**src/rtl/flash_cmd_pkg.sv**
```systemverilog
package flash_cmd_pkg;

  localparam logic [7:0] OP_ERASE_SETUP = 8'h20;
  localparam logic [7:0] OP_OVL_SETUP   = 8'h02;
  localparam logic [7:0] OP_CONFIRM     = 8'hD0;
  localparam logic [7:0] OP_OVL_CONFIRM = 8'h0D;
  localparam logic [7:0] OP_SUSPEND     = 8'hB0;
  localparam logic [7:0] OP_STATUS      = 8'h70;
  localparam logic [7:0] OP_CLEAR       = 8'h50;

  typedef enum logic [2:0] {
    ST_IDLE       = 3'd0,
    ST_SETUP_MAIN = 3'd1,
    ST_SETUP_OVL  = 3'd2,
    ST_RUN_MAIN   = 3'd3,
    ST_RUN_OVL    = 3'd4,
    ST_SUSP       = 3'd5
  } seq_state_e;

  typedef struct packed {
    logic erase_setup;
    logic ovl_setup;
    logic confirm;
    logic ovl_confirm;
    logic suspend;
    logic status;
    logic clear;
  } cmd_t;

  typedef struct packed {
    logic bad_main;
    logic bad_ovl;
    logic vpp_err;
    logic fail;
    logic clear;
    logic wipe;
  } stat_ev_t;

endpackage

```
**src/rtl/fcd_rst_sync.sv**
```systemverilog
module fcd_rst_sync #(
  parameter int STAGES = 2
) (
  input  logic clk,
  input  logic arst_n,
  output logic rst_ns
);

  logic [STAGES-1:0] shift_q;

  always_ff @(posedge clk or negedge arst_n) begin
    if (!arst_n) shift_q <= '0;
    else         shift_q <= {shift_q[STAGES-2:0], 1'b1};
  end

  assign rst_ns = shift_q[STAGES-1];

endmodule

```
**src/rtl/fcd_decode.sv**
```systemverilog
module fcd_decode
  import flash_cmd_pkg::*;
#(
  parameter int                ADDR_W        = 20,
  parameter logic [ADDR_W-1:0] OVL_BASE      = 20'hFF000,
  parameter int                OVL_SPAN_LOG2 = 12
) (
  input  logic [ADDR_W-1:0] wr_addr,
  input  logic [7:0]        wr_data,
  output cmd_t              cmd
);

  logic at_zero;
  logic in_ovl;

  assign at_zero = (wr_addr == '0);
  assign in_ovl  = (wr_addr[ADDR_W-1:OVL_SPAN_LOG2] == OVL_BASE[ADDR_W-1:OVL_SPAN_LOG2]);

  always_comb begin
    cmd             = '0;
    cmd.erase_setup = (wr_data == OP_ERASE_SETUP) && at_zero;
    cmd.ovl_setup   = (wr_data == OP_OVL_SETUP) && at_zero;
    cmd.confirm     = (wr_data == OP_CONFIRM);
    cmd.ovl_confirm = (wr_data == OP_OVL_CONFIRM) && in_ovl;
    cmd.suspend     = (wr_data == OP_SUSPEND);
    cmd.status      = (wr_data == OP_STATUS);
    cmd.clear       = (wr_data == OP_CLEAR);
  end

endmodule

```
**src/rtl/fcd_seq.sv**
```systemverilog
module fcd_seq
  import flash_cmd_pkg::*;
#(
  parameter int ADDR_W = 20
) (
  input  logic              clk,
  input  logic              rst_ns,
  input  logic              wr_valid,
  input  cmd_t              cmd,
  input  logic [ADDR_W-1:0] wr_addr,
  input  logic              vpp_ok,
  input  logic              pd,
  input  logic              eng_done,
  input  logic              eng_fail,
  output seq_state_e        state_o,
  output logic              eng_start,
  output logic              eng_suspend,
  output logic              eng_resume,
  output logic              eng_abort,
  output logic              eng_overlay,
  output logic [ADDR_W-1:0] eng_block_addr,
  output logic              rd_status,
  output stat_ev_t          ev
);

  seq_state_e        state_q, state_d;
  logic              start_q, start_d;
  logic              susp_q, susp_d;
  logic              res_q, res_d;
  logic              abort_q, abort_d;
  logic              ovl_q, ovl_d;
  logic              rd_q, rd_d;
  logic [ADDR_W-1:0] addr_q, addr_d;
  logic              active;

  assign active = (state_q == ST_RUN_MAIN) || (state_q == ST_RUN_OVL) ||
                  (state_q == ST_SUSP);

  always_comb begin
    state_d = state_q;
    start_d = 1'b0;
    susp_d  = 1'b0;
    res_d   = 1'b0;
    abort_d = 1'b0;
    ovl_d   = ovl_q;
    rd_d    = rd_q;
    addr_d  = addr_q;
    ev      = '0;
    if (pd) begin
      abort_d = active;
      state_d = ST_IDLE;
      rd_d    = 1'b0;
      ev.wipe = 1'b1;
    end else begin
      unique case (state_q)
        ST_IDLE: begin
          if (wr_valid) begin
            if (cmd.erase_setup) begin
              state_d = ST_SETUP_MAIN;
              rd_d    = 1'b1;
            end else if (cmd.ovl_setup) begin
              state_d = ST_SETUP_OVL;
              rd_d    = 1'b1;
            end else if (cmd.status) begin
              rd_d = 1'b1;
            end else if (cmd.clear) begin
              ev.clear = 1'b1;
            end else begin
              rd_d = 1'b0;
            end
          end
        end
        ST_SETUP_MAIN: begin
          if (wr_valid) begin
            state_d = ST_IDLE;
            if (!cmd.confirm) begin
              ev.bad_main = 1'b1;
            end else if (!vpp_ok) begin
              ev.vpp_err = 1'b1;
            end else begin
              state_d = ST_RUN_MAIN;
              start_d = 1'b1;
              ovl_d   = 1'b0;
              addr_d  = wr_addr;
            end
          end
        end
        ST_SETUP_OVL: begin
          if (wr_valid) begin
            state_d = ST_IDLE;
            if (!cmd.ovl_confirm) begin
              ev.bad_ovl = 1'b1;
            end else if (!vpp_ok) begin
              ev.vpp_err = 1'b1;
            end else begin
              state_d = ST_RUN_OVL;
              start_d = 1'b1;
              ovl_d   = 1'b1;
              addr_d  = wr_addr;
            end
          end
        end
        ST_RUN_MAIN, ST_RUN_OVL: begin
          if (!vpp_ok) begin
            ev.vpp_err = 1'b1;
            abort_d    = 1'b1;
            state_d    = ST_IDLE;
          end else if (eng_done) begin
            ev.fail = eng_fail;
            state_d = ST_IDLE;
          end else if (wr_valid && cmd.suspend && (state_q == ST_RUN_MAIN)) begin
            susp_d  = 1'b1;
            state_d = ST_SUSP;
          end
        end
        ST_SUSP: begin
          if (wr_valid && cmd.confirm) begin
            res_d   = 1'b1;
            state_d = ST_RUN_MAIN;
          end
        end
        default: state_d = ST_IDLE;
      endcase
    end
  end

  always_ff @(posedge clk or negedge rst_ns) begin
    if (!rst_ns) begin
      state_q <= ST_IDLE;
      start_q <= 1'b0;
      susp_q  <= 1'b0;
      res_q   <= 1'b0;
      abort_q <= 1'b0;
      ovl_q   <= 1'b0;
      rd_q    <= 1'b0;
      addr_q  <= '0;
    end else begin
      state_q <= state_d;
      start_q <= start_d;
      susp_q  <= susp_d;
      res_q   <= res_d;
      abort_q <= abort_d;
      ovl_q   <= ovl_d;
      rd_q    <= rd_d;
      addr_q  <= addr_d;
    end
  end

  assign state_o        = state_q;
  assign eng_start      = start_q;
  assign eng_suspend    = susp_q;
  assign eng_resume     = res_q;
  assign eng_abort      = abort_q;
  assign eng_overlay    = ovl_q;
  assign eng_block_addr = addr_q;
  assign rd_status      = rd_q;

  assert_strobe_onehot_R7: assert property (@(posedge clk) disable iff (!rst_ns)
    $onehot0({start_q, susp_q, res_q, abort_q}));

  assert_start_enters_run_R2: assert property (@(posedge clk) disable iff (!rst_ns)
    start_q |-> ((state_q == ST_RUN_MAIN) || (state_q == ST_RUN_OVL)));

  assert_suspend_main_only_R6: assert property (@(posedge clk) disable iff (!rst_ns)
    susp_q |-> ((state_q == ST_SUSP) && !ovl_q));

  assert_pd_aborts_R9: assert property (@(posedge clk) disable iff (!rst_ns)
    (pd && active) |=> (abort_q && (state_q == ST_IDLE)));

  assert_pd_no_start_R9: assert property (@(posedge clk) disable iff (!rst_ns)
    pd |=> (!start_q && !rd_q));

endmodule

```
**src/rtl/fcd_status.sv**
```systemverilog
module fcd_status
  import flash_cmd_pkg::*;
(
  input  logic     clk,
  input  logic     rst_ns,
  input  stat_ev_t ev,
  input  logic     running,
  input  logic     suspended,
  input  logic     eng_busy,
  input  logic     ovl_en,
  input  logic     vpp_ok,
  output logic [7:0] status_o
);

  logic es_q, es_d;
  logic ps_q, ps_d;
  logic vpp_q, vpp_d;
  logic ready;

  always_comb begin
    es_d  = es_q;
    ps_d  = ps_q;
    vpp_d = vpp_q;
    if (ev.clear || ev.wipe) begin
      es_d  = 1'b0;
      ps_d  = 1'b0;
      vpp_d = 1'b0;
    end else begin
      if (ev.bad_main || ev.bad_ovl || ev.fail) es_d  = 1'b1;
      if (ev.bad_main)                          ps_d  = 1'b1;
      if (ev.vpp_err)                           vpp_d = 1'b1;
    end
  end

  always_ff @(posedge clk or negedge rst_ns) begin
    if (!rst_ns) begin
      es_q  <= 1'b0;
      ps_q  <= 1'b0;
      vpp_q <= 1'b0;
    end else begin
      es_q  <= es_d;
      ps_q  <= ps_d;
      vpp_q <= vpp_d;
    end
  end

  assign ready    = !(running || (eng_busy && !suspended));
  assign status_o = {ready, suspended, es_q | suspended, ps_q, vpp_q,
                     1'b0, ovl_en, ovl_en & vpp_ok};

  assert_vpp_flag_R8: assert property (@(posedge clk) disable iff (!rst_ns)
    ev.vpp_err |=> status_o[3]);

  assert_clear_bits_R11: assert property (@(posedge clk) disable iff (!rst_ns)
    (ev.clear || ev.wipe) |=> (status_o[5:3] == 3'b000));

  assert_ps_sticky_R11: assert property (@(posedge clk) disable iff (!rst_ns)
    (status_o[4] && !ev.clear && !ev.wipe) |=> status_o[4]);

  assert_ovl_active_R12: assert property (@(posedge clk) disable iff (!rst_ns)
    status_o[0] |-> (status_o[1] && !status_o[2]));

endmodule

```
**src/rtl/flash_cmd_ctrl.sv**
```systemverilog
module flash_cmd_ctrl
  import flash_cmd_pkg::*;
#(
  parameter int                ADDR_W        = 20,
  parameter logic [ADDR_W-1:0] OVL_BASE      = 20'hFF000,
  parameter int                OVL_SPAN_LOG2 = 12,
  parameter int                SYNC_STAGES   = 2
) (
  input  logic              clk,
  input  logic              rst_n,
  input  logic              rp_n,
  input  logic              wr_en,
  input  logic [ADDR_W-1:0] wr_addr,
  input  logic [7:0]        wr_data,
  input  logic              vpp_ok,
  input  logic              ovl_en,
  input  logic              eng_busy,
  input  logic              eng_done,
  input  logic              eng_fail,
  output logic              eng_start,
  output logic              eng_overlay,
  output logic [ADDR_W-1:0] eng_block_addr,
  output logic              eng_suspend,
  output logic              eng_resume,
  output logic              eng_abort,
  output logic              rd_status,
  output logic [7:0]        status
);

  logic       rst_ns;
  logic       pd;
  logic       wr_valid;
  cmd_t       cmd;
  stat_ev_t   ev;
  seq_state_e state;
  logic       running;
  logic       suspended;

  assign pd        = !rp_n;
  assign wr_valid  = wr_en && rp_n;
  assign running   = (state == ST_RUN_MAIN) || (state == ST_RUN_OVL);
  assign suspended = (state == ST_SUSP);

  fcd_rst_sync #(.STAGES(SYNC_STAGES)) u_rst (
    .clk    (clk),
    .arst_n (rst_n),
    .rst_ns (rst_ns)
  );

  fcd_decode #(
    .ADDR_W        (ADDR_W),
    .OVL_BASE      (OVL_BASE),
    .OVL_SPAN_LOG2 (OVL_SPAN_LOG2)
  ) u_dec (
    .wr_addr (wr_addr),
    .wr_data (wr_data),
    .cmd     (cmd)
  );

  fcd_seq #(.ADDR_W(ADDR_W)) u_seq (
    .clk            (clk),
    .rst_ns         (rst_ns),
    .wr_valid       (wr_valid),
    .cmd            (cmd),
    .wr_addr        (wr_addr),
    .vpp_ok         (vpp_ok),
    .pd             (pd),
    .eng_done       (eng_done),
    .eng_fail       (eng_fail),
    .state_o        (state),
    .eng_start      (eng_start),
    .eng_suspend    (eng_suspend),
    .eng_resume     (eng_resume),
    .eng_abort      (eng_abort),
    .eng_overlay    (eng_overlay),
    .eng_block_addr (eng_block_addr),
    .rd_status      (rd_status),
    .ev             (ev)
  );

  fcd_status u_stat (
    .clk       (clk),
    .rst_ns    (rst_ns),
    .ev        (ev),
    .running   (running),
    .suspended (suspended),
    .eng_busy  (eng_busy),
    .ovl_en    (ovl_en),
    .vpp_ok    (vpp_ok),
    .status_o  (status)
  );

endmodule

```
**config.mk**
```make
export PLATFORM = sky130hd
export DESIGN_NAME = flash_cmd_ctrl
export DESIGN_NICKNAME = d
export VERILOG_FILES = /design/src/rtl/flash_cmd_pkg.sv /design/src/rtl/fcd_rst_sync.sv /design/src/rtl/fcd_decode.sv /design/src/rtl/fcd_seq.sv /design/src/rtl/fcd_status.sv /design/src/rtl/flash_cmd_ctrl.sv
export SDC_FILE = /design/constraint.sdc
export NUM_CORES = 1
export LEC_CHECK = 0
export BUFFER_PORTS_ARGS = -buffer_cell sky130_fd_sc_hd__buf_2
export CAP_MARGIN = 40
export CORE_MARGIN = 8
export CORE_UTILIZATION = 50
export DETAILED_ROUTE_END_ITERATION = 16
export PLACE_DENSITY = 0.84
export SLEW_MARGIN = 15
export SYNTH_ARGS = -nofsm -noshare
export SYNTH_HDL_FRONTEND = slang
export SYNTH_SLANG_ARGS = --single-unit
```
**constraint.sdc**
```tcl
create_clock -name clk -period 3.9 [get_ports clk]
set_clock_uncertainty 0.15 [all_clocks]
set_input_delay 0.39 -clock clk [delete_from_list [all_inputs] [get_ports clk]]
set_output_delay 0.39 -clock clk [all_outputs]
set_load 0.02 [all_outputs]
```
==> metrics.txt <==
run status=complete, no violations; worst slew pin tran=858.6 ps; Syn Area/Cell=11.03 um2; Clk pwr share=32.4%; synth top area cells=dfrtp_1 44%, mux2_4 15%, nor4_1 2.6%, buf_4 2.3%, mux2_2 2.3%; flop2flop setup slack=1330 ps; drt first-iter violations=175; TNS Setup=0 ps; io pins=71; sequential power share=50.8%; TritonRoute pass-1 iters=4; clk sinks=34; commonest non-fill, non-tap cells in the layout=69 x buf_2, 34 x dfrtp_1, 19 x mux2_4; Cell Pwr Density=314.1 nW/um2; overall routing resource usage=17.13%; RSZ-0062 raised after global routing=false; fin crit period=2568 ps; combinational share of power=16.8%; Area growth syn-to-layout=21.72%; initial core utilization=52.56%; PortBufs=69; post-DR wirelength/cell=17.91 um; Worst R2R End=u_seq.eng_block_addr[2]; antenna violations before repair=0; Rows=22; Tot Pwr=0.7468 mW; final slew viol count=0; maximum VDD drop=229.8 uV; Min Hold Slack=125.4 ps; pre-CTS setup slack=1157 ps; Max-Cap Viols=0; critical path capture point type=register; flop and latch count out of synthesis=34; clk slew on worst S/H paths=70 ps; first-pass GRT wire length=8445 um; Seq/Total Area, Yosys=43.56%; Required @ worst endpoint=3920 ps; Worst Path Arrival=2590 ps; die span in y=78.50 um; Post-CTS Setup Inserts=0; drt total wl=5212 um; share of the synthesized area in the top cell type=43.56%; gr ovfl total=0; static leakage=1.206 nW; die area=6162 um2; Max Clock Freq=389.4 MHz; Synth warnings=0; NetSw=0.2156 mW; number of global-route vias before repair=1717; commonest non-fill, non-tap cell in the layout=buf_2; width of the die=78.50 um; share of layout cells above drive strength 1=44.44%; Final GP Congestion=0.9053; worst setup path class=reg -> reg; area leader, netlist=dfrtp_1; worst flop-to-flop path startpoint=u_seq.state_o[0]; Clock Latency Late Sink=280 ps; CTS Buffer Depth=2; setup ws final=1332 ps; DRC violations left=0; diodes inserted=0; Post-synth EDFFs=0; Mapped Nets=214; Critical Path Fanout Max=22; largest net degree at the start of global routing=33; path depth of the worst reg2reg path=5; TritonCTS clock tree=built; count of different cell masters after synthesis=43; Async S/R FF share, synth=100.0%; Post-DRT Antenna Nets=0; final hold viol count=0; HPWL after DPL=4089 um; crit start category=register; Post-CTS Hold Fix Bufs=1; Int Power=0.5312 mW; Post-Synthesis Cells=177; Layout Nets=280; min-delay worst type=reg -> async; Num CTS Buffers=5; post-DR vias/cell=5.663; Max H-tree Level=2; Tcrit/Tclk final=65.85%; most used flip-flop cell after synthesis=dfrtp_1; Core Area=3716 um2; max_slew headroom=42.04%; Net Sw Frac=28.87%; Finish-stage setup viols=0; Mapped Area=1953 um2; Root Driver=clkbuf_8; vias post-DR=1648; # resized after CTS=0
## power by group through the flow
stage                     logic, mW  clock network [mW]  registers (mW)
after floorplan              0.0821                   0           0.379
after global placement        0.122                   0           0.386
after detailed placement      0.124                   0           0.386
after CTS                     0.125               0.247           0.379
after global routing          0.138               0.261           0.382
final                         0.125               0.242           0.379
## cell usage after synthesis, types with 3 or more instances
cell type	instances
dfrtp_1	34
mux2_4	19
nor2_1	11
inv_1	9
nand2_1	8
nor4_1	8
a21oi_1	7
buf_4	6
clkbuf_1	5
nand3_1	5
nand4_1	5
o21ai_0	5
a31oi_1	4
and2_1	4
mux2_2	4
nor2b_1	4
nand2b_1	3
nor3_1	3
## layer usage
| metal | vias up | track usage [%] | routed length (um) |
|---|---|---|---|
| met5 | - | 0 | 0 |
| met4 | 0 | 7.222 | 95 |
| met3 | 12 | 4.556 | 363 |
| met2 | 72 | 30.99 | 2824 |
| met1 | 788 | 18.31 | 1929 |
| li1 | 776 | - | - |
## sequential cells by signal, indices dropped and copies added (netlist names)
| signal | flops |
|---|---|
| u_seq.state_o | 3 |
| u_stat.vpp_q | 1 |
| u_seq.rd_status | 1 |
| u_rst.shift_q | 2 |
| u_seq.eng_suspend | 1 |
| u_stat.es_q | 1 |
| u_seq.eng_overlay | 1 |
| u_seq.eng_start | 1 |
| u_seq.eng_block_addr | 20 |
| u_stat.ps_q | 1 |
| u_seq.eng_resume | 1 |
| u_seq.eng_abort | 1 |
## how the worst max path moves through the flow
stage,start,to,cells past startpoint
after floorplan,wr_data[4],u_seq.eng_block_addr[10],6
after global placement,wr_data[0],u_seq.eng_block_addr[2],7
after detailed placement,wr_data[6],u_seq.eng_block_addr[2],7
after CTS,u_seq.state_o[0],u_seq.eng_block_addr[2],5
after global routing,u_seq.state_o[2],u_seq.state_o[2],4
final,u_seq.state_o[0],u_seq.eng_block_addr[2],5
## metrics by stage
stage          util, %  std cells  instance area, um2
4_1_cts          63.97        291                2377
6_report         63.97        291                2377
3_3_place_gp     61.55        283                2287
3_5_place_dp     61.55        283                2287
2_1_floorplan        -        177                1953
5_1_grt          63.97        291                2377
## area by class of cell
class,instances,area (um2)
fill,303,1339
inverter,9,33.78
tap,48,60.06
sequential,34,850.8
clock buffer,6,72.57
multi-input combinational,121,982.2
clock inverter,1,7.507
timing repair buffer,72,370.4
## logic make-up after synthesis
logic type | count (synthesis) | synth area share (%)
AND/OR/NAND/NOR | 65 | 21.14
flip-flops | 34 | 43.56
AO/OA/AOI/OAI | 29 | 10.89
multiplexers | 24 | 17.42
buffers and inverters | 22 | 6.150
other | 2 | 0.3845
XOR/XNOR | 1 | 0.4485
## critical path: stages, from the launching register on
cell and delay [ps]:
dfrtp_1 560, inv_1 230, or3_4 420, a2111oi_4 290
buf_4 410, mux2_2 390
(Power assumes the default switching activity.)
